[config.mk]
export PLATFORM = sky130hd
export DESIGN_NAME = cell_buf_mgr
export DESIGN_NICKNAME = d
export VERILOG_FILES = /design/src/rtl/cbm_pkg.sv /design/src/rtl/cbm_free_list.sv /design/src/rtl/cbm_tx_queues.sv /design/src/rtl/cbm_ctrl_mem.sv /design/src/rtl/cell_buf_mgr.sv
export SDC_FILE = /design/constraint.sdc
export NUM_CORES = 1
export LEC_CHECK = 0
export CAP_MARGIN = 15
export CORE_AREA = 2 2 305 307
export DETAILED_ROUTE_END_ITERATION = 8
export DIE_AREA = 0 0 307 309
export DONT_BUFFER_PORTS = 1
export PLACE_DENSITY = 0.52
export SYNTH_ARGS = -nofsm -noshare
export SYNTH_HDL_FRONTEND = slang
export SYNTH_HIERARCHICAL = 1
export SYNTH_SLANG_ARGS = --single-unit
[constraint.sdc]
create_clock -name clk -period 15 [get_ports clk]
set_input_delay 4.5 -clock clk [delete_from_list [all_inputs] [get_ports clk]]
set_output_delay 4.5 -clock clk [all_outputs]
set_load 0.02 [all_outputs]
[src/rtl/cbm_pkg.sv]
package cbm_pkg;
  localparam int unsigned CTRL_WORDS    = 1;
  localparam int unsigned HDR_WORDS     = 1;
  localparam int unsigned PAYLOAD_WORDS = 12;
  localparam int unsigned SLOT_WORDS    = CTRL_WORDS + HDR_WORDS + PAYLOAD_WORDS;

  typedef enum logic [1:0] {
    SRC_RX_A    = 2'b00,
    SRC_RX_B    = 2'b01,
    SRC_TX_AAL2 = 2'b10,
    SRC_TX_CPU  = 2'b11
  } cell_src_e;

  // Word address of a slot's control word within the cell memory.
  function automatic int unsigned slot_word_base(input int unsigned idx);
    return idx * SLOT_WORDS;
  endfunction

  // Multicast count after one transmission; zero means the slot is free.
  function automatic int unsigned mc_after_send(input int unsigned mc);
    return (mc == 0) ? 0 : mc - 1;
  endfunction
endpackage

[src/rtl/cbm_free_list.sv]
module cbm_free_list #(
  parameter int unsigned SLOTS = 16,
  localparam int unsigned PW = $clog2(SLOTS),
  localparam int unsigned CW = $clog2(SLOTS + 1)
) (
  input  logic          clk,
  input  logic          rst_n,
  input  logic          take,
  input  logic          give,
  input  logic [PW-1:0] give_ptr,
  output logic          take_ok,
  output logic [PW-1:0] head_ptr,
  output logic [CW-1:0] avail
);
  logic [PW-1:0] link_q [SLOTS];
  logic [PW-1:0] head_q;
  logic [PW-1:0] head_after_take;
  logic [CW-1:0] cnt_q;

  assign take_ok         = take && (cnt_q != '0);
  assign head_after_take = take_ok ? link_q[head_q] : head_q;

  always_ff @(posedge clk or negedge rst_n) begin
    if (!rst_n) begin
      head_q <= '0;
      cnt_q  <= CW'(SLOTS);
      for (int i = 0; i < SLOTS; i++) link_q[i] <= PW'((i + 1) % SLOTS);
    end else begin
      head_q <= give ? give_ptr : head_after_take;
      if (give) link_q[give_ptr] <= head_after_take;
      cnt_q <= cnt_q + CW'(give) - CW'(take_ok);
    end
  end

  assign head_ptr = head_q;
  assign avail    = cnt_q;

  AST_FL_BOUND: assert property (@(posedge clk) disable iff (!rst_n)
    cnt_q <= CW'(SLOTS));
  AST_EMPTY_HEAD_KEPT: assert property (@(posedge clk) disable iff (!rst_n)
    (take && cnt_q == '0 && !give) |=> (head_q == $past(head_q) && cnt_q == '0));
  AST_GIVE_IS_NEXT: assert property (@(posedge clk) disable iff (!rst_n)
    (give && take) |=> (head_q == $past(give_ptr)));
endmodule

[src/rtl/cbm_tx_queues.sv]
module cbm_tx_queues #(
  parameter int unsigned SLOTS  = 16,
  parameter int unsigned QUEUES = 4,
  localparam int unsigned PW = $clog2(SLOTS),
  localparam int unsigned QW = $clog2(QUEUES),
  localparam int unsigned CW = $clog2(SLOTS + 1)
) (
  input  logic          clk,
  input  logic          rst_n,
  input  logic          enq_do,
  input  logic [QW-1:0] enq_q,
  input  logic [PW-1:0] enq_ptr,
  input  logic          deq_req,
  input  logic [QW-1:0] deq_q,
  output logic          deq_hit,
  output logic [PW-1:0] deq_ptr,
  output logic          enq_dup
);
  logic [QUEUES-1:0] nonempty;
  logic [PW-1:0]     head_v   [QUEUES];
  logic [SLOTS-1:0]  member_v [QUEUES];

  for (genvar g = 0; g < QUEUES; g++) begin : g_q
    logic [PW-1:0]    head_q, tail_q;
    logic [CW-1:0]    cnt_q;
    logic [PW-1:0]    nxt_q [SLOTS];
    logic [SLOTS-1:0] mem_q;
    logic             push, pop;
    logic [SLOTS-1:0] set_bit, clr_bit;

    assign push    = enq_do && (enq_q == QW'(g));
    assign pop     = deq_req && (deq_q == QW'(g)) && (cnt_q != '0);
    assign set_bit = push ? ({{(SLOTS-1){1'b0}}, 1'b1} << enq_ptr) : '0;
    assign clr_bit = pop  ? ({{(SLOTS-1){1'b0}}, 1'b1} << head_q)  : '0;

    always_ff @(posedge clk) begin
      if (push && cnt_q != '0) nxt_q[tail_q] <= enq_ptr;
    end

    always_ff @(posedge clk or negedge rst_n) begin
      if (!rst_n) begin
        head_q <= '0;
        tail_q <= '0;
        cnt_q  <= '0;
        mem_q  <= '0;
      end else begin
        if (push) tail_q <= enq_ptr;
        if (pop) head_q <= (cnt_q == CW'(1)) ? enq_ptr : nxt_q[head_q];
        else if (push && cnt_q == '0) head_q <= enq_ptr;
        cnt_q <= cnt_q + CW'(push) - CW'(pop);
        mem_q <= (mem_q | set_bit) & ~clr_bit;
      end
    end

    assign nonempty[g] = (cnt_q != '0);
    assign head_v[g]   = head_q;
    assign member_v[g] = mem_q;

    AST_Q_MEMBERS_MATCH: assert property (@(posedge clk) disable iff (!rst_n)
      CW'($countones(mem_q)) == cnt_q);
    AST_Q_NO_DUP: assert property (@(posedge clk) disable iff (!rst_n)
      push |-> !mem_q[enq_ptr]);
    AST_Q_EMPTY_STILL: assert property (@(posedge clk) disable iff (!rst_n)
      (deq_req && deq_q == QW'(g) && cnt_q == '0 && !push) |=> (cnt_q == '0));
  end

  assign deq_hit = deq_req && nonempty[deq_q];
  assign deq_ptr = head_v[deq_q];
  assign enq_dup = member_v[enq_q][enq_ptr];
endmodule

[src/rtl/cbm_ctrl_mem.sv]
module cbm_ctrl_mem
  import cbm_pkg::*;
#(
  parameter int unsigned SLOTS = 16,
  parameter int unsigned MC_W  = 3,
  parameter int unsigned VC_W  = 16,
  localparam int unsigned PW = $clog2(SLOTS)
) (
  input  logic            clk,
  input  logic            rst_n,
  input  logic            load_en,
  input  logic [PW-1:0]   load_ptr,
  input  logic [MC_W-1:0] load_mc,
  input  logic [1:0]      load_src,
  input  logic [VC_W-1:0] load_vc,
  input  logic            dec_en,
  input  logic [PW-1:0]   dec_ptr,
  input  logic [PW-1:0]   chk_ptr,
  output logic            chk_loaded,
  output logic [1:0]      out_src,
  output logic [VC_W-1:0] out_vc,
  output logic            out_last
);
  logic [MC_W-1:0] mc_q  [SLOTS];
  cell_src_e       src_q [SLOTS];
  logic [VC_W-1:0] vc_q  [SLOTS];

  always_ff @(posedge clk or negedge rst_n) begin
    if (!rst_n) begin
      for (int i = 0; i < SLOTS; i++) mc_q[i] <= '0;
    end else begin
      if (load_en) mc_q[load_ptr] <= load_mc;
      if (dec_en)  mc_q[dec_ptr]  <= MC_W'(mc_after_send(int'(mc_q[dec_ptr])));
    end
  end

  always_ff @(posedge clk) begin
    if (load_en) begin
      src_q[load_ptr] <= cell_src_e'(load_src);
      vc_q[load_ptr]  <= load_vc;
    end
  end

  assign chk_loaded = (mc_q[chk_ptr] != '0);
  assign out_src    = src_q[dec_ptr];
  assign out_vc     = vc_q[dec_ptr];
  assign out_last   = (mc_q[dec_ptr] == MC_W'(1));

  AST_MC_NO_UNDERFLOW: assert property (@(posedge clk) disable iff (!rst_n)
    dec_en |-> (mc_q[dec_ptr] != '0));
  AST_LOAD_DEC_APART: assert property (@(posedge clk) disable iff (!rst_n)
    (load_en && dec_en) |-> (load_ptr != dec_ptr));
  AST_LOAD_ONCE: assert property (@(posedge clk) disable iff (!rst_n)
    load_en |-> (mc_q[load_ptr] == '0 && load_mc != '0));
endmodule

[src/rtl/cell_buf_mgr.sv]
module cell_buf_mgr
  import cbm_pkg::*;
#(
  parameter int unsigned NUM_SLOTS  = 16,
  parameter int unsigned NUM_QUEUES = 4,
  parameter int unsigned MC_W       = 3,
  parameter int unsigned VC_W       = 16,
  localparam int unsigned PW     = $clog2(NUM_SLOTS),
  localparam int unsigned QW     = $clog2(NUM_QUEUES),
  localparam int unsigned CW     = $clog2(NUM_SLOTS + 1),
  localparam int unsigned BASE_W = $clog2(NUM_SLOTS * SLOT_WORDS)
) (
  input  logic              clk,
  input  logic              rst_n,
  input  logic              alloc_req,
  output logic              alloc_gnt,
  output logic [PW-1:0]     alloc_ptr,
  output logic              pool_exhausted,
  output logic [CW-1:0]     free_slots,
  input  logic              enq_valid,
  input  logic [PW-1:0]     enq_ptr,
  input  logic [QW-1:0]     enq_qid,
  input  logic [MC_W-1:0]   enq_mcast,
  input  logic [1:0]        enq_src,
  input  logic [VC_W-1:0]   enq_vc,
  output logic              enq_err,
  input  logic              deq_req,
  input  logic [QW-1:0]     deq_qid,
  output logic              deq_ack,
  output logic              deq_valid,
  output logic [PW-1:0]     deq_ptr,
  output logic [BASE_W-1:0] deq_base,
  output logic [1:0]        deq_src,
  output logic [VC_W-1:0]   deq_vc,
  output logic              deq_released
);
  // Internal events, named for the assertions.
  logic              grant_now, release_now, enq_bad, enq_ok, load_now;
  logic [PW-1:0]     fl_head, head_ptr;
  logic              deq_hit, enq_dup, slot_loaded, last_copy;
  logic [1:0]        rd_src;
  logic [VC_W-1:0]   rd_vc;
  logic [NUM_SLOTS-1:0] allocated_q;

  cbm_free_list #(.SLOTS(NUM_SLOTS)) u_free (
    .clk(clk), .rst_n(rst_n), .take(alloc_req), .give(release_now),
    .give_ptr(head_ptr), .take_ok(grant_now), .head_ptr(fl_head), .avail(free_slots));

  cbm_tx_queues #(.SLOTS(NUM_SLOTS), .QUEUES(NUM_QUEUES)) u_queues (
    .clk(clk), .rst_n(rst_n), .enq_do(enq_ok), .enq_q(enq_qid), .enq_ptr(enq_ptr),
    .deq_req(deq_req), .deq_q(deq_qid), .deq_hit(deq_hit), .deq_ptr(head_ptr),
    .enq_dup(enq_dup));

  cbm_ctrl_mem #(.SLOTS(NUM_SLOTS), .MC_W(MC_W), .VC_W(VC_W)) u_ctrl (
    .clk(clk), .rst_n(rst_n), .load_en(load_now), .load_ptr(enq_ptr),
    .load_mc(enq_mcast), .load_src(enq_src), .load_vc(enq_vc),
    .dec_en(deq_hit), .dec_ptr(head_ptr), .chk_ptr(enq_ptr),
    .chk_loaded(slot_loaded), .out_src(rd_src), .out_vc(rd_vc), .out_last(last_copy));

  assign release_now = deq_hit && last_copy;
  assign enq_bad = enq_valid && ((enq_mcast == '0) || !allocated_q[enq_ptr] || enq_dup ||
                                 (release_now && head_ptr == enq_ptr));
  assign enq_ok   = enq_valid && !enq_bad;
  assign load_now = enq_ok && !slot_loaded;

  always_ff @(posedge clk or negedge rst_n) begin
    if (!rst_n) begin
      allocated_q    <= '0;
      alloc_gnt      <= 1'b0;
      alloc_ptr      <= '0;
      pool_exhausted <= 1'b0;
      enq_err        <= 1'b0;
      deq_ack        <= 1'b0;
      deq_valid      <= 1'b0;
      deq_ptr        <= '0;
      deq_base       <= '0;
      deq_src        <= '0;
      deq_vc         <= '0;
      deq_released   <= 1'b0;
    end else begin
      if (grant_now)   allocated_q[fl_head]  <= 1'b1;
      if (release_now) allocated_q[head_ptr] <= 1'b0;
      alloc_gnt <= grant_now;
      if (grant_now) alloc_ptr <= fl_head;
      if (alloc_req && !grant_now) pool_exhausted <= 1'b1;
      enq_err      <= enq_bad;
      deq_ack      <= deq_req;
      deq_valid    <= deq_hit;
      deq_released <= release_now;
      if (deq_hit) begin
        deq_ptr  <= head_ptr;
        deq_base <= BASE_W'(slot_word_base(int'(head_ptr)));
        deq_src  <= rd_src;
        deq_vc   <= rd_vc;
      end
    end
  end

  AST_NO_DOUBLE_GRANT: assert property (@(posedge clk) disable iff (!rst_n)
    grant_now |-> !allocated_q[fl_head]);
  AST_POOL_CONSERVED: assert property (@(posedge clk) disable iff (!rst_n)
    (32'(free_slots) + 32'($countones(allocated_q))) == NUM_SLOTS);
  AST_EXHAUST_STICKY: assert property (@(posedge clk) disable iff (!rst_n)
    pool_exhausted |=> pool_exhausted);
  AST_RELEASE_OWNED: assert property (@(posedge clk) disable iff (!rst_n)
    release_now |-> allocated_q[head_ptr]);
  AST_ZERO_MC_REJECTED: assert property (@(posedge clk) disable iff (!rst_n)
    (enq_valid && enq_mcast == '0) |=> enq_err);
  AST_DEQ_ANSWERED: assert property (@(posedge clk) disable iff (!rst_n)
    deq_req |=> deq_ack);
  AST_FREE_SLOT_NOT_QUEUED: assert property (@(posedge clk) disable iff (!rst_n)
    enq_ok |-> allocated_q[enq_ptr]);
endmodule

; ---- Yosys cells after proc, flatten, opt, wreduce, memory -nomap -nowiden
; Memory sizes are Yosys's and may differ from the RTL's. A register that Yosys moved wholly into a read port is not among the register bits.
; Index checks and enable logic that the tools add are counted.
[totals]
register_bits = 274
mem_bits_rw = 544
in_bits = 34
wordCells = 258
n_memories = 6
[memory_table]
columns = memory, words, word_bits, rd, rd_ports_with_merged_regs, write_ports, line_no
row1 = u_ctrl.vc_q, 16, 16, 1, 1, 1, cbm_ctrl_mem.sv:26  ; logic [VC_W-1:0] vc_q [SLOTS];
row2 = u_queues.g_q[0].nxt_q, 16, 4, 1, 0, 1, cbm_tx_queues.sv:26  ; logic [PW-1:0] nxt_q [SLOTS];
row3 = u_queues.g_q[1].nxt_q, 16, 4, 1, 0, 1, cbm_tx_queues.sv:26
row4 = u_queues.g_q[2].nxt_q, 16, 4, 1, 0, 1, cbm_tx_queues.sv:26
row5 = u_queues.g_q[3].nxt_q, 16, 4, 1, 0, 1, cbm_tx_queues.sv:26
row6 = u_ctrl.src_q, 16, 2, 1, 1, 1, cbm_ctrl_mem.sv:25  ; cell_src_e src_q [SLOTS];
[classes]
addsub = 11
mul = 1
magnitude_cmp = 13
n_eq_ne = 12
shifts = 5
n_mux = 71
bitwise_logic = 20
reduce_logical = 59
[ops]
columns = operator, count
row1 = $mux W16, 12
row2 = $bwmux W48, 2
row3 = $mux W48, 2
row4 = $and A16 B16 Y16, 5
row5 = $not A16 Y16, 5
row6 = $or A16 B16 Y16, 5
row7 = $shl A1 B4 Y16 const A, 5
row8 = $mux W4, 19
row9 = $bwmux W64, 1
row10 = $bmux W16 S2, 1
row11 = $logic_and A1 B1 Y1, 32
row12 = $add A5 B1 Y5, 5
row13 = $reduce_bool A5 Y1, 5
row14 = $sub A5 B1 Y5, 5
row15 = $bmux W3 S4, 2
row16 = $demux W3 S4, 2
row17 = $mux W3, 7
row18 = $eq A5 B1 Y1 const B, 4
row19 = $logic_not A5 Y1, 4
row20 = $bmux W4 S4, 1
row21 = $demux W4 S4, 1
row22 = $ge A5 B5 Y1 const B, 3
row23 = $lt A4 B5 Y1 const B, 3
row24 = $mux W1, 15
row25 = other kinds (22), 46

; ---- Longest topological paths before layout
; Gate-level depths: netlist of the first run.
[depth]
depth_word = 19
ltp_mapped = 30
mapped_depth_nobuf = 24

; ---- By module
; Netlist of the first run, hierarchy kept.
[by_module_without_submodules]
columns = module, instances, cells_per_inst, area_per_inst_um2, seq_area_each_um2
row1 = cbm_tx_queues, 1, 1070, 16290.6, 10590.2
row2 = cbm_ctrl_mem, 1, 733, 13912.1, 9849.4
row3 = cbm_free_list, 1, 295, 3664.8, 1868.0
row4 = cell_buf_mgr, 1, 190, 2521.2, 1351.3

; ---- Least setup slack after synthesis of the first run
; OpenSTA, ideal clock, no wires.
[synth_timing]
path_type = input-to-reg
start = input port deq_qid[1]
end = register u_ctrl/mc_q[34] (netlist bit)
setup_ns = 0.131
arrival_time_ns = 9.774
required_ns = 14.869
slack_ns = 5.094
path_stages = 21
n_path_buf = 4
path_cell_list = buf_2 > mux4_2 > buf_6 > buf_4 > buf_4 > mux4_2 > nand2_1 > nand3_1 > o21ai_1 > inv_1 > ha_1 > nor2b_1 > and2_1 > nand2_1 > o211ai_2 > nor3_1 > nand3b_1 > nor3_1 > mux2_2 > nand2_1 > o21ai_0
[synth_via]
elab_chain_len = 19
elab_cells_between_ends = 31
classes_between = add/sub (1) / order compare (2) / eq/ne (2) / mux (14) / bitwise (2) / reduce/logical (10)
[synth_lines]
columns = element, line_no
row1 = "start, declared", cell_buf_mgr.sv:28  ; input logic [QW-1:0] deq_qid,
row2 = $not A2 Y3 (implied by the code) *, cbm_tx_queues.sv:68  ; assign deq_ptr = head_v[deq_q];
row3 = $bmux W4 S2 *, cbm_tx_queues.sv:68
row4 = $mux W4 (implied by the code) * (2 in series), cbm_tx_queues.sv:68
row5 = via head_ptr[0], cell_buf_mgr.sv:39  ; logic [PW-1:0] fl_head, head_ptr;
row6 = $not A4 Y5 (implied by the code) *, cbm_ctrl_mem.sv:47  ; assign out_last = (mc_q[dec_ptr] == MC_W'(1));
row7 = $bmux W3 S4 *, cbm_ctrl_mem.sv:47
row8 = $mux W3 (implied by the code) * (2 in series), cbm_ctrl_mem.sv:47
row9 = $eq A3 B1 Y1 *, cbm_ctrl_mem.sv:47
row10 = via last_copy, cell_buf_mgr.sv:40  ; logic deq_hit, enq_dup, slot_loaded, last_copy;
row11 = (+1 left out), n/a
row12 = via release_now, cell_buf_mgr.sv:38  ; logic grant_now, release_now, enq_bad, enq_ok, load_now;
row13 = (+2 left out), n/a
row14 = $logic_and A1 B1 Y1 *, cell_buf_mgr.sv:61  ; assign enq_bad = enq_valid && ((enq_mcast == '0) || !allocated_q[enq_ptr] || enq_dup ||
row15 = $logic_not A1 Y1 *, cell_buf_mgr.sv:63  ; assign enq_ok = enq_valid && !enq_bad;
row16 = $logic_and A1 B1 Y1 *, cell_buf_mgr.sv:63
row17 = $logic_and A1 B1 Y1 *, cell_buf_mgr.sv:64  ; assign load_now = enq_ok && !slot_loaded;
row18 = via load_now, cell_buf_mgr.sv:38
row19 = $mux W48 *, cbm_ctrl_mem.sv:32  ; if (load_en) mc_q[load_ptr] <= load_mc;
row20 = $bwmux W48, cbm_ctrl_mem.sv:33  ; if (dec_en) mc_q[dec_ptr] <= MC_W'(mc_after_send(int'(mc_q[dec_ptr])));
row21 = $mux W48 *, cbm_ctrl_mem.sv:33
row22 = "end signal, assigned by index", cbm_ctrl_mem.sv:32
row23 = "end signal, assigned by index", cbm_ctrl_mem.sv:33
row24 = "end, declared", cbm_ctrl_mem.sv:24  ; logic [MC_W-1:0] mc_q [SLOTS];
; The timed path passes the listed nets; every way through them passes the cells marked *. The select of a mux whose other input is x is not followed.
; A chain may end at the register's enable or synchronous reset.

; ---- Worst setup path after layout of the first run
[layout_timing]
start = input port deq_qid[1]
end = register u_queues.g_q[3].cnt_q[4]
[layout_via]
elab_chain_len = 18
elab_cells_between_ends = 25
classes_between = add/sub (2) / eq/ne (3) / mux (8) / bitwise (2) / reduce/logical (10)
[layout_lines]
columns = element, line_no
row1 = $not A2 Y3 (implied by the code), cbm_tx_queues.sv:68
row2 = $bmux W4 S2, cbm_tx_queues.sv:68
row3 = $mux W4 (implied by the code) (2 in series), cbm_tx_queues.sv:68
row4 = $not A4 Y5 (implied by the code), cbm_ctrl_mem.sv:47
row5 = $bmux W3 S4, cbm_ctrl_mem.sv:47
row6 = $mux W3 (implied by the code) (2 in series), cbm_ctrl_mem.sv:47
row7 = $eq A3 B1 Y1, cbm_ctrl_mem.sv:47
row8 = via last_copy, cell_buf_mgr.sv:40
row9 = (+1 left out), n/a
row10 = via release_now, cell_buf_mgr.sv:38
row11 = (+1 left out), n/a
row12 = $logic_or A1 B1 Y1, cell_buf_mgr.sv:61
row13 = $logic_and A1 B1 Y1, cell_buf_mgr.sv:61
row14 = $logic_not A1 Y1, cell_buf_mgr.sv:63
row15 = $logic_and A1 B1 Y1, cell_buf_mgr.sv:63
row16 = via enq_ok, cell_buf_mgr.sv:38
row17 = $logic_and A1 B1 Y1, cbm_tx_queues.sv:31  ; assign push = enq_do && (enq_q == QW'(g));
row18 = $add A5 B1 Y5, cbm_tx_queues.sv:50  ; cnt_q <= cnt_q + CW'(push) - CW'(pop);
row19 = $sub A5 B1 Y5, cbm_tx_queues.sv:50
row20 = "end signal, assigned", cbm_tx_queues.sv:50
row21 = "end, declared", cbm_tx_queues.sv:25  ; logic [CW-1:0] cnt_q;
; The timed path passes the listed nets, and every way through them passes these cells. The select of a mux whose other input is x is not followed.

==> results of run 1 <==
-- metal layers --
layer / vias to the layer above / GRT usage / wire length (um)
met3: 135 / 0.0287 / 4820
met1: 10606 / 0.263 / 38800
met4: 0 / 0.0575 / 2000
li1: 8865 / - / -
met2: 617 / 0.284 / 40100
met5: - / 0 / 0
-- logic make-up (layout without fill, tap and decap cells) --
logic type,Yosys count,after routing,share of synthesized area
AO/OA/AOI/OAI,345,345,0.0546
multiplexers,361,361,0.177
adder cells (fa/ha/maj),55,55,0.0208
flip-flops,835,835,0.650
other,1,1,0.000103
XOR/XNOR,26,26,0.00626
AND/OR/NAND/NOR,476,476,0.0645
buffers and inverters,189,268,0.0262
-- power groups by stage --
| stage | clock [uW] | combinational [uW] | sequential, uW |
|---|---|---|---|
| 6_report | 2310 | 2000 | 3180 |
| 5_1_grt | 2470 | 2190 | 3220 |
| 4_1_cts | 2380 | 2020 | 3170 |
| 3_5_place_dp | 0 | 2020 | 3220 |
| 3_3_place_gp | 0 | 1980 | 3210 |
| 2_1_floorplan | 0 | 1630 | 3070 |
-- final cells by class --
type / count / area, um2
Clock buffer: 114 / 2440
Clock inverter: 54 / 692
Tap cell: 1186 / 1480
Sequential cell: 835 / 23700
Inverter: 71 / 267
Timing Repair Buffer: 29 / 225
Fill cell: 7983 / 50800
Multi-Input combinational cell: 1264 / 11900
-- flip-flops by register name, summed over array words and instances (netlist names), 5 cells and up --
register             cells
u_ctrl/vc_q            256
u_queues/g_q.nxt_q     256
u_free/link_q           64
u_queues/g_q.mem_q      64
u_ctrl/mc_q             48
u_ctrl/src_q            32
u_queues/g_q.cnt_q      20
allocated_q             16
deq_vc                  16
u_queues/g_q.head_q     16
u_queues/g_q.tail_q     16
deq_base                 6
u_free/avail             5
-- cell usage in the layout (no fill, tap or decap), types with 15 or more instances in the layout --
cell type                   Yosys  routed
sky130_fd_sc_hd__inv_1         65      65
sky130_fd_sc_hd__nand2b_1      28      28
sky130_fd_sc_hd__a21oi_1      207     207
sky130_fd_sc_hd__nand2_1      122     122
sky130_fd_sc_hd__nor2b_1       32      31
sky130_fd_sc_hd__clkbuf_16      0      92
sky130_fd_sc_hd__nor2_1       134     125
sky130_fd_sc_hd__dfstp_2       33      33
sky130_fd_sc_hd__a211oi_1      21      21
sky130_fd_sc_hd__dfrtp_1      258     258
sky130_fd_sc_hd__mux2_2        98      98
sky130_fd_sc_hd__ha_1          46      46
sky130_fd_sc_hd__a22oi_1       16      16
sky130_fd_sc_hd__a31oi_1       30      30
sky130_fd_sc_hd__mux2i_1       47      47
sky130_fd_sc_hd__nor3_1        54      53
sky130_fd_sc_hd__clkinv_2       0      20
sky130_fd_sc_hd__nand3_1       16      16
sky130_fd_sc_hd__mux4_2       187     184
sky130_fd_sc_hd__mux4_1        21      21
sky130_fd_sc_hd__clkbuf_1      50      16
sky130_fd_sc_hd__o21ai_0       15      15
sky130_fd_sc_hd__xnor2_1       15      15
sky130_fd_sc_hd__o21ai_1       20      20
sky130_fd_sc_hd__edfxtp_1     544     544
sky130_fd_sc_hd__buf_4         11      28
-- worst min-delay path: stages (launching register included) --
cell                      delay, ps
sky130_fd_sc_hd__dfstp_2        370
sky130_fd_sc_hd__inv_1           40
sky130_fd_sc_hd__a21oi_1         50
-- metrics by stage --
stage	worst slack [ps]	hold WS [ps]	total power, uW	std cells	area (um2)
floorplan	5090	439	4700	2288	36400
finish	4760	468	7490	3553	40600
detailed placement	3960	460	5230	3384	37500
CTS	4680	469	7580	3552	40600
global route	4190	479	7880	3553	40600
global placement	4020	456	5190	3384	37500
-- final timing paths --
check                                                      start                               endpoint  slack, ps  cells after the start
max                                                   deq_qid[1]     u_queues/g_q[3].cnt_q[4]$_DFF_PN0_       4760                     22
min                                u_free/link_q[28]$_DFFE_PN1P_          u_free/link_q[28]$_DFFE_PN1P_        470                      2
max reg2reg                u_queues/g_q[2].head_q[0]$_DFFE_PN0P_     u_queues/g_q[3].cnt_q[4]$_DFF_PN0_       7910                     23
min reg2reg                        u_free/link_q[28]$_DFFE_PN1P_          u_free/link_q[28]$_DFFE_PN1P_        470                      2
max in group asynchronous                                  rst_n                 deq_vc[10]$_DFFE_PN0P_      10440                      0
min in group asynchronous                                  rst_n  u_queues/g_q[1].tail_q[1]$_DFFE_PN0P_       3630                      0
==> PnR_summary.wiki, run 1 <==
{| class="wikitable"
! Metric !! Value
|-
| Part of the Yosys area used for sequential elements || 0.650
|-
| Clock slew seen by the registers of the worst setup and hold paths || 60 ps
|-
| Final RePlAce weighted congestion || 0.846
|-
| Clock sinks || 835
|-
| First-iteration detailed-routing DRC count || 1828
|-
| Synthesized area || 0.0364 mm2
|-
| Crit path max-delay family || simple AND/OR/NAND/NOR gates
|-
| Vert. Die Dim || 309 um
|-
| Tightest slew margin relative to the limit || 0.176
|-
| Diodes inserted || 0
|-
| Final worst-path cycle share || 0.683
|-
| Leading register cell type out of synthesis || sky130_fd_sc_hd__edfxtp_1
|-
| Total track usage || 0.182
|-
| Antenna violations before repair || 1
|-
| Synthesis-to-finish area growth || 11.6%
|-
| Most common cell in the synthesized netlist || sky130_fd_sc_hd__edfxtp_1
|-
| Final setup violating endpoints || 0
|-
| FMAX || 97.6 MHz
|-
| Setup repair after global routing missed its margin || no
|-
| Number of vias after detailed routing || 20223
|-
| Delay of the slowest cell on the worst path || 820 ps
|-
| Number of gates given a new drive strength after cts || 0
|-
| Clock buffers created by TritonCTS || 90
|-
| DRC viols || 0
|-
| Crit path kind || in -> reg
|-
| Nets || 2380
|-
| Number of distinct standard cells referenced by the synthesized netlist || 79
|-
| Hold WC Path Type || reg -> reg
|-
| Portion of total power attributed to sequential cells || 0.424
|-
| Total iterations of the first detailed-routing run || 5
|-
| Number of ports placed on the die boundary || 79
|-
| Switch Pwr || 2350 uW
|-
| Peak supply drop || 98.4 uV
|-
| P_int || 5140 uW
|-
| Endpoint kind of the worst setup timing path || register
|-
| Final WL || 85700 um
|-
| Share of total power consumed by net switching || 0.314
|-
| Combinational share of power || 0.267
|-
| Reported leakage power || 0.0146 uW
|-
| Max stage delay cell, worst path || sky130_fd_sc_hd__buf_4
|-
| Number of nets produced by synthesis || 2377
|-
| Critical Path Source Type || primary input
|-
| Wire length of the first global-routing pass || 132000 um
|-
| Required time of the worst setup path || 15570 ps
|-
| Pin count of the biggest net entering global routing || 292
|-
| Port Buffers || 0
|-
| Deepest clock path buffer count || 3
|-
| Finished Core Util || 0.445
|-
| Placed wire-length estimate || 51800 um
|-
| Root buffer cell || sky130_fd_sc_hd__clkbuf_16
|-
| Final antenna-violating net count || 0
|-
| Clock network fraction of design power || 0.308
|-
| Peak fanout along the critical path || 47
|-
| Cell taking the most area after synthesis || sky130_fd_sc_hd__edfxtp_1
|-
| Post-CTS Hold Fix Bufs || 0
|-
| Cells after synthesis || 2288
|-
| Clock tree from TritonCTS || done
|-
| # H-tree levels || 3
|-
| Clock insertion delay at the later pin of the skew report || 660 ps
|-
| Initial core utilization || 0.398
|-
| Final period demand of the worst path || 10240 ps
|-
| CP Cell Sequence || mux4_4 -> buf_4 -> mux4_2 -> mux2_2 -> o21ai_1 -> inv_1 -> ha_1 -> nor2b_1 -> and2_1 -> nand2_1 -> o211ai_2 -> nor2_1 -> and3_1 -> inv_2 -> ha_1 -> inv_1 -> ha_1 -> fa_1 -> a21oi_1 -> nor2_1 -> nor2_1 -> xnor2_1
|-
| Area contributors post-synth || sky130_fd_sc_hd__edfxtp_1 45%, sky130_fd_sc_hd__dfrtp_1 18%, sky130_fd_sc_hd__mux4_2 12%
|-
| Routed wire per std cell || 24.1 um
|-
| Final hold viol count || 0
|-
| Yosys top cell area share || 0.449
|-
| Ys Warns || 6
|-
| Status || completed
|-
| Number of flops mapped to enable cells by yosys || 544
|-
| Die width || 307 um
|-
| Worst Path Arrival || 10810 ps
|-
| Power density cells || 184 mW/mm2
|-
| Final global-route overflow total || 0
|-
| Critical path buffer and inverter count || 4
|-
| Count of state elements after synthesis || 835
|-
| Actual slew at the worst max-slew pin || 1240 ps
|-
| Number of standard-cell rows in the floorplan || 111
|-
| Post-synthesis async set-or-reset flop share || 0.349
|-
| Most common library cells after synthesis || 544 x sky130_fd_sc_hd__edfxtp_1, 258 x sky130_fd_sc_hd__dfrtp_1, 207 x sky130_fd_sc_hd__a21oi_1
|-
| Die area || 0.0949 mm2
|-
| Setup TNS || 0 ps
|-
| Maxcap violations || 0
|-
| Area inside the core boundary || 0.0914 mm2
|-
| Drt via density || 5.69
|-
| Max-slew violation count || 0
|-
| Number of global-route vias before repair || 20965
|-
| Fin Clk Skew || 36.3 ps
|-
| Layout cell share with drive strength beyond 1 || 0.222
|-
| Mean cell area of the mapped netlist || 15.9 um2
|-
| Setup Fix Bufs, Post-CTS || 0
|}
Power figures use the tool's default switching activity.
==> run 2, diff against run 1 <==
Settings changed: PLACE_DENSITY 0.52 to 0.54.
Clock period 15 ns to 8.6 ns, I/O delays scaled along.
==> PnR_summary.wiki, run 2 (synthesis results as in run 1) <==
{| class="wikitable"
! Metric !! Value
|-
| Endpoint kind of the worst setup timing path || register
|-
| Nets || 2398 (+0.76%)
|-
| Final hold viol count || 0 (unchanged)
|-
| Clock tree from TritonCTS || done
|-
| Top Metal Used || met4
|-
| Worst Path Arrival || 7610 ps (-3200 ps)
|-
| Setup TNS || 0 ps (unchanged)
|-
| # H-tree levels || 3 (unchanged)
|-
| Peak supply drop || 203 uV (+110%)
|-
| Placed wire-length estimate || 54300 um (+4.8%)
|-
| Combinational share of power || 0.271 (+0.004)
|-
| Most frequent cells in the layout || 544 x sky130_fd_sc_hd__edfxtp_1, 258 x sky130_fd_sc_hd__dfrtp_1, 207 x sky130_fd_sc_hd__a21oi_1, 185 x sky130_fd_sc_hd__mux4_2, 125 x sky130_fd_sc_hd__nor2_1
|-
| Max-slew violation count || 0 (unchanged)
|-
| Clock slew seen by the registers of the worst setup and hold paths || 60 ps (about the same)
|-
| Maxcap violations || 0 (unchanged)
|-
| Number of ports placed on the die boundary || 79 (unchanged)
|-
| Switch Pwr || 4160 uW (+77%)
|-
| Required time of the worst setup path || 9160 ps (-6410 ps)
|-
| Clock insertion delay at the later pin of the skew report || 650 ps (about the same)
|-
| Root buffer cell || sky130_fd_sc_hd__clkbuf_16
|-
| Actual slew at the worst max-slew pin || 1080 ps (-156 ps)
|-
| Leading cell type in the layout, fill and taps excluded || sky130_fd_sc_hd__edfxtp_1
|-
| Final setup violating endpoints || 0 (unchanged)
|-
| Multi-input logic area || 0.0118 mm2 (-0.11%)
|-
| Hold WC Path Type || reg -> reg
|-
| Area inside the core boundary || 0.0914 mm2 (unchanged)
|-
| Wire length of the first global-routing pass || 135000 um (+2.8%)
|-
| Filler Cells Inserted || 7911 (-0.90%)
|-
| Status || completed
|-
| Number of vias after detailed routing || 20455 (+1.1%)
|-
| Worst slack at placement || 866 ps (-3100 ps)
|-
| Routed wire per std cell || 24.7 um (+2.2%)
|-
| Number of global-route vias before repair || 21650 (+3.3%)
|-
| DRC viols || 0 (unchanged)
|-
| Metal-1 WL || 39300 um (+1.2%)
|-
| Crit path kind || in -> reg
|-
| Total track usage || 0.187 (+0.00531)
|-
| Clock buffers created by TritonCTS || 90 (unchanged)
|-
| Pin count of the biggest net entering global routing || 292 (unchanged)
|-
| Tightest slew margin relative to the limit || 0.276 (+0.0998)
|-
| P_int || 9020 uW (+75%)
|-
| Final RePlAce weighted congestion || 0.857 (+1.3%)
|-
| Number of standard-cell rows in the floorplan || 111 (unchanged)
|-
| Deepest clock path buffer count || 3 (unchanged)
|-
| Final worst-path cycle share || 0.820
|-
| Number of gates given a new drive strength after cts || 0 (unchanged)
|-
| Final period demand of the worst path || 7050 ps
|-
| Die width || 307 um (unchanged)
|-
| Initial core utilization || 0.398 (unchanged)
|-
| Vert. Die Dim || 309 um (unchanged)
|-
| Seq. cell area || 0.0237 mm2 (unchanged)
|-
| Clock network fraction of design power || 0.309 (about the same)
|-
| Top Registers || u_ctrl/vc_q (256), u_queues/g_q.nxt_q (256)
|-
| Portion of total power attributed to sequential cells || 0.419 (-0.005)
|-
| First-iteration detailed-routing DRC count || 1718 (-6.0%)
|-
| Layout cell share with drive strength beyond 1 || 0.229 (+0.00704)
|-
| Final WS setup || 1550 ps (-3210 ps)
|-
| Final antenna-violating net count || 0 (unchanged)
|-
| Critical Path Source Type || primary input
|-
| Final WL || 88100 um (+2.8%)
|-
| Final global-route overflow total || 0 (unchanged)
|-
| Drt via density || 5.73 (+0.61%)
|-
| Met3 Routed Length || 4940 um (+2.6%)
|-
| Reported leakage power || 0.0147 uW (+0.69%)
|-
| Die area || 0.0949 mm2 (unchanged)
|-
| DR WL met2 || 42200 um (+5.4%)
|-
| Setup repair after global routing missed its margin || no
|-
| Antenna violations before repair || 0 (-1)
|-
| Synthesis-to-finish area growth || 12.1%
|-
| Post-CTS Hold Fix Bufs || 0 (unchanged)
|-
| Fin Clk Skew || 27.3 ps (-8.96 ps)
|-
| Clock sinks || 835 (unchanged)
|-
| Total iterations of the first detailed-routing run || 5 (unchanged)
|-
| Share of total power consumed by net switching || 0.316 (+0.00200)
|-
| Port Buffers || 0 (unchanged)
|-
| FMAX || 142 MHz
|-
| Diodes inserted || 0 (unchanged)
|-
| Power density cells || 323 mW/mm2 (+75%)
|-
| Setup Fix Bufs, Post-CTS || 0 (unchanged)
|-
| Peak fanout along the critical path || 21 (-55%)
|}
-- run 2: cell count changes in the layout (fill, tap and decap cells not counted), moves of 3 or more --
cell and change:
sky130_fd_sc_hd__clkbuf_8 +5, sky130_fd_sc_hd__buf_4 +17, sky130_fd_sc_hd__clkinvlp_4 +3, sky130_fd_sc_hd__clkinv_4 +3
sky130_fd_sc_hd__clkinv_2 -6, sky130_fd_sc_hd__clkbuf_1 -3
-- run 2: layout make-up --
type / count / share of cell area
clock buffers: 116 / 0.0613
clock inverters: 53 / 0.0161
inverters: 71 / 0.00653
multi-input cells: 1264 / 0.290
flip-flops and latches: 835 / 0.580
well taps: 1186 / 0.0364
repair buffers: 47 / 0.00926
-- run 2: power by group through the flow --
stage                     registers, uW  logic [uW]  clock network, uW
final                              5520        3580               4080
after global routing               5600        3900               4340
after CTS                          5520        3610               4190
after detailed placement           5590        3590                  0
after global placement             5580        3530                  0
after floorplan                    5350        2840                  0
-- run 2: critical path, stage by stage --
cell and delay, ps:
sky130_fd_sc_hd__mux4_4 830, sky130_fd_sc_hd__mux4_2 500, sky130_fd_sc_hd__mux2_2 290, sky130_fd_sc_hd__o21ai_1 160, sky130_fd_sc_hd__inv_1 70, sky130_fd_sc_hd__ha_1 170
sky130_fd_sc_hd__nor2b_1 180, sky130_fd_sc_hd__and2_1 170, sky130_fd_sc_hd__nand2_1 70, sky130_fd_sc_hd__o211ai_2 100, sky130_fd_sc_hd__nor2_1 490, sky130_fd_sc_hd__and3b_1 270
sky130_fd_sc_hd__clkinv_1 220, sky130_fd_sc_hd__ha_1 360, sky130_fd_sc_hd__inv_1 60, sky130_fd_sc_hd__ha_1 160, sky130_fd_sc_hd__inv_1 60, sky130_fd_sc_hd__fa_1 420
sky130_fd_sc_hd__inv_1 80, sky130_fd_sc_hd__a21oi_1 60, sky130_fd_sc_hd__o21bai_1 150, sky130_fd_sc_hd__xnor2_1 130
-- run 2: final timing paths --
path                            cells after the start                             startpoint  slack [ps]                                    end
worst min-delay path                                2          u_free/link_q[28]$_DFFE_PN1P_         460          u_free/link_q[28]$_DFFE_PN1P_
worst max-delay path                               22                             deq_qid[1]        1550     u_queues/g_q[1].cnt_q[4]$_DFF_PN0_
worst min register to register                      2          u_free/link_q[28]$_DFFE_PN1P_         460          u_free/link_q[28]$_DFFE_PN1P_
worst max register to register                     21  u_queues/g_q[2].head_q[0]$_DFFE_PN0P_        2780     u_queues/g_q[1].cnt_q[4]$_DFF_PN0_
max in group asynchronous                           0                                  rst_n        6210          u_free/link_q[58]$_DFFE_PN0P_
min in group asynchronous                           0                                  rst_n        1700  u_queues/g_q[3].tail_q[0]$_DFFE_PN0P_
-- run 2: stage by stage --
stage | utilization | instances | hold slack, ps | power [uW] | area, um2
5_1_grt | 0.446 | 3572 | 484 | 13800 | 40800
2_1_floorplan | - | 2288 | 439 | 8190 | 36400
3_5_place_dp | 0.412 | 3402 | 459 | 9180 | 37600
4_1_cts | 0.446 | 3571 | 467 | 13300 | 40800
6_report | 0.446 | 3572 | 465 | 13200 | 40800
3_3_place_gp | 0.412 | 3402 | 458 | 9110 | 37600
-- run 2: routing by layer --
layer,vias up,GRT usage
met5,-,0
met4,0,0.0487
met3,118,0.0321
met2,603,0.301
met1,10831,0.266
li1,8903,-
==> run 3, diff against run 2 <==
Settings changed: ABC_AREA from default to 1, CORE_AREA 2 2 305 307 to 2 2 308 310, DIE_AREA 0 0 307 309 to 0 0 310 312, PLACE_DENSITY 0.54 to 0.52.
Clock period 8.6 ns to 6.54 ns, I/O delays scaled along.
==> PnR_summary.wiki, run 3 <==
{| class="wikitable"
! Metric !! Value
|-
| Status || completed
|-
| Setup repair after global routing missed its margin || no
|-
| First-iteration detailed-routing DRC count || 2349 (+37%)
|-
| CP dominant cell by count || sky130_fd_sc_hd__nand2_1
|-
| Max stage delay cell, worst path || sky130_fd_sc_hd__fa_1
|-
| Hold WC Path Type || reg -> reg
|-
| Final global-route overflow total || 0 (unchanged)
|-
| Reported leakage power || 0.0173 uW (+17%)
|-
| Final WL || 105000 um (+19%)
|-
| Final setup violating endpoints || 0 (unchanged)
|-
| Most common library cells after synthesis || 1136 x sky130_fd_sc_hd__nand2_1, 544 x sky130_fd_sc_hd__edfxtp_1, 299 x sky130_fd_sc_hd__inv_1
|-
| Area inside the core boundary || 0.0930 mm2 (+1.8%)
|-
| Antenna violations before repair || 2 (+2)
|-
| DRC viols || 0 (unchanged)
|-
| Clock insertion delay at the later pin of the skew report || 720 ps (+70 ps)
|-
| Number of gates given a new drive strength after cts || 0 (unchanged)
|-
| Clock slew seen by the registers of the worst setup and hold paths || 60 ps (about the same)
|-
| Endpoint of the worst register-to-register path || u_queues/g_q[1].cnt_q[4]$_DFF_PN0_
|-
| Number of distinct standard cells referenced by the synthesized netlist || 55 (-30%)
|-
| Max-slew violation count || 0 (unchanged)
|-
| Vert. Die Dim || 312 um (+0.97%)
|-
| Most common cell in the synthesized netlist || sky130_fd_sc_hd__nand2_1
|-
| Drt via density || 5.26 (-8.1%)
|-
| Leading register cell type out of synthesis || sky130_fd_sc_hd__edfxtp_1
|-
| Final hold viol count || 0 (unchanged)
|-
| Crit path kind || in -> reg
|-
| FMAX || 171 MHz
|-
| Number of vias after detailed routing || 26405 (+29%)
|-
| Die area || 0.0967 mm2 (+2.0%)
|-
| Hold Path Cell Cnt || 2 (unchanged)
|-
| Port Buffers || 0 (unchanged)
|-
| Setup Fix Bufs, Post-CTS || 0 (unchanged)
|-
| Post-CTS Hold Fix Bufs || 0 (unchanged)
|-
| Routed wire per std cell || 20.8 um (-15%)
|-
| Worst Path Arrival || 6430 ps (-1180 ps)
|-
| Total track usage || 0.218 (+0.0303)
|-
| Endpoint with the worst hold slack || u_free/link_q[60]$_DFFE_PN1P_
|-
| Number of nets produced by synthesis || 3751 (+58%)
|-
| Final worst-path cycle share || 0.894
|-
| Number of global-route vias before repair || 26174 (+21%)
|-
| Peak fanout along the critical path || 13 (-38%)
|-
| Initial core utilization || 0.399 (+0.00123)
|-
| Worst-case register-to-register setup slack || 1200 ps (-1580 ps)
|-
| Diodes inserted || 0 (unchanged)
|-
| Actual slew at the worst max-slew pin || 1240 ps (+161 ps)
|-
| Number of flops mapped to enable cells by yosys || 544 (unchanged)
|-
| Clock sinks || 835 (unchanged)
|-
| Cells after synthesis || 3662 (+60%)
|-
| Fin Clk Skew || 67.3 ps (+39.9 ps)
|-
| Critical hold path startpoint || u_free/link_q[60]$_DFFE_PN1P_
|-
| Deepest clock path buffer count || 3 (unchanged)
|-
| Nets || 3773 (+57%)
|-
| Layout cell share with drive strength beyond 1 || 0.0906 (-0.138)
|-
| Count of state elements after synthesis || 835 (unchanged)
|-
| Clock tree from TritonCTS || done
|-
| CP Launch Point || deq_qid[1]
|-
| Power density cells || 397 mW/mm2 (+23%)
|-
| Post-synthesis async set-or-reset flop share || 0.349 (unchanged)
|-
| Root buffer cell || sky130_fd_sc_hd__clkbuf_16
|-
| Final RePlAce weighted congestion || 0.909 (+6.1%)
|-
| Placed wire-length estimate || 65000 um (+20%)
|-
| Most frequent cells in the layout || 1136 x sky130_fd_sc_hd__nand2_1, 544 x sky130_fd_sc_hd__edfxtp_1, 299 x sky130_fd_sc_hd__inv_1, 260 x sky130_fd_sc_hd__nor2_1, 258 x sky130_fd_sc_hd__dfrtp_1
|-
| Critical Path Source Type || primary input
|-
| Depth of the worst register-to-register path || 31 (+48%)
|-
| Pin count of the biggest net entering global routing || 292 (unchanged)
|-
| Finished Core Util || 0.452 (+0.00604)
|-
| Part of the Yosys area used for sequential elements || 0.637 (-0.0136)
|-
| Die width || 310 um (+0.98%)
|-
| Setup TNS || 0 ps (unchanged)
|-
| Final antenna-violating net count || 0 (unchanged)
|-
| Delay of the slowest cell on the worst path || 430 ps (-400 ps)
|-
| Total iterations of the first detailed-routing run || 6 (+1)
|-
| Synthesized area || 0.0372 mm2 (+2.1%)
|-
| Final period demand of the worst path || 5850 ps
|-
| Area contributors post-synth || sky130_fd_sc_hd__edfxtp_1 44%, sky130_fd_sc_hd__dfrtp_1 17%, sky130_fd_sc_hd__nand2_1 11%
|-
| Maxcap violations || 0 (unchanged)
|-
| Tightest slew margin relative to the limit || 0.166 (-0.109)
|-
| Wire length of the first global-routing pass || 161000 um (+19%)
|-
| # H-tree levels || 3 (unchanged)
|-
| Number of ports placed on the die boundary || 79 (unchanged)
|-
| Synthesis-to-finish area growth || 13.3%
|-
| Clock buffers created by TritonCTS || 93 (+3.3%)
|-
| Required time of the worst setup path || 7120 ps (-2040 ps)
|-
| Leading cell type in the layout, fill and taps excluded || sky130_fd_sc_hd__nand2_1
|-
| Mean cell area of the mapped netlist || 10.1 um2 (-36%)
|-
| Endpoint kind of the worst setup timing path || register
|-
| Ys Warns || 6 (unchanged)
|-
| Number of standard-cell rows in the floorplan || 112 (+0.90%)
|-
| Top Registers || u_ctrl/vc_q (256), u_queues/g_q.nxt_q (256)
|-
| Peak supply drop || 255 uV (+25%)
|-
| Yosys top cell area share || 0.440 (-0.00939)
|-
| Beginning of the worst register-to-register path || u_queues/g_q[1].head_q[2]$_DFFE_PN0P_
|-
| Cell taking the most area after synthesis || sky130_fd_sc_hd__edfxtp_1
|}
==> run 3: changes by cell type after synthesis, sizes merged, moves of 72 or more <==
cell / change
nand4: +72
mux2: -83
nor2: +151
inv: +263
o21ai: +88
a22oi: +132
nand3: +146
mux4: -208
nand2: +1022
==> run 3: critical path: cells and delay by family <==
kind	cells	cell delay [ps]
and+or+nand+nor	15	1310
buffers and inverters	11	1230
AOI/OAI and AO/OA	5	820
xor gates and xnor gates	1	140
adders and majority gates	4	960
==> run 3: worst max-delay path by stage <==
stage / slack, ps / to / depth (start not counted)
detailed placement: 10 / u_queues/g_q[1].cnt_q[4]$_DFF_PN0_ / 36
finish: 690 / u_queues/g_q[1].cnt_q[4]$_DFF_PN0_ / 36
CTS: 750 / u_queues/g_q[1].cnt_q[4]$_DFF_PN0_ / 36
global route: 270 / u_queues/g_q[1].cnt_q[4]$_DFF_PN0_ / 36
floorplan: 70 / u_queues/g_q[1].cnt_q[4]$_DFF_PN0_ / 35
global placement: 60 / u_queues/g_q[1].cnt_q[4]$_DFF_PN0_ / 36
==> run 3: stage by stage <==
step / hold WS [ps] / instances / instance area (um2) / power (uW) / worst slack, ps
after global placement: 456 / 4843 / 38700 / 11100 / 63.6
after floorplan: 441 / 3662 / 37200 / 9820 / 71.5
final: 466 / 5019 / 42100 / 16700 / 692
after global routing: 479 / 5019 / 42100 / 17700 / 266
after CTS: 467 / 5019 / 42100 / 16900 / 745
after detailed placement: 456 / 4843 / 38700 / 11100 / 10.3
==> run 3: power breakdown <==
| group | internal (uW) | switching (uW) | total, uW |
|---|---|---|---|
| combinational | 1280 | 2740 | 4010 |
| sequential | 6310 | 702 | 7010 |
| clock | 3460 | 2250 | 5710 |
==> run 3: cell type report <==
cell class / instances / area [um2]
clock inverter: 58 / 873
fill: 8851 / 51000
inverter: 337 / 1280
tap: 1254 / 1570
timing repair buffer: 54 / 480
clock buffer: 118 / 2540
multi-input combinational: 2363 / 11700
sequential: 835 / 23700
==> run 3: layer usage <==
layer | part of all wire | vias to the layer above | GRT usage
li1 | - | 12489 | -
met2 | 0.45 | 783 | 0.336
met4 | 0.020 | 2 | 0.0530
met3 | 0.062 | 138 | 0.0394
met1 | 0.47 | 12993 | 0.318
met5 | 0.00012 | - | 0
==> run 3: kinds of logic after synthesis <==
family	after synthesis	synth area share
simple gates	1708	0.189
flops	835	0.637
compound gates	555	0.0895
buf+inv	464	0.0524
fa+ha+maj	55	0.0203
xor+xnor	23	0.00542
mux	21	0.00636
other cells	1	0.000101
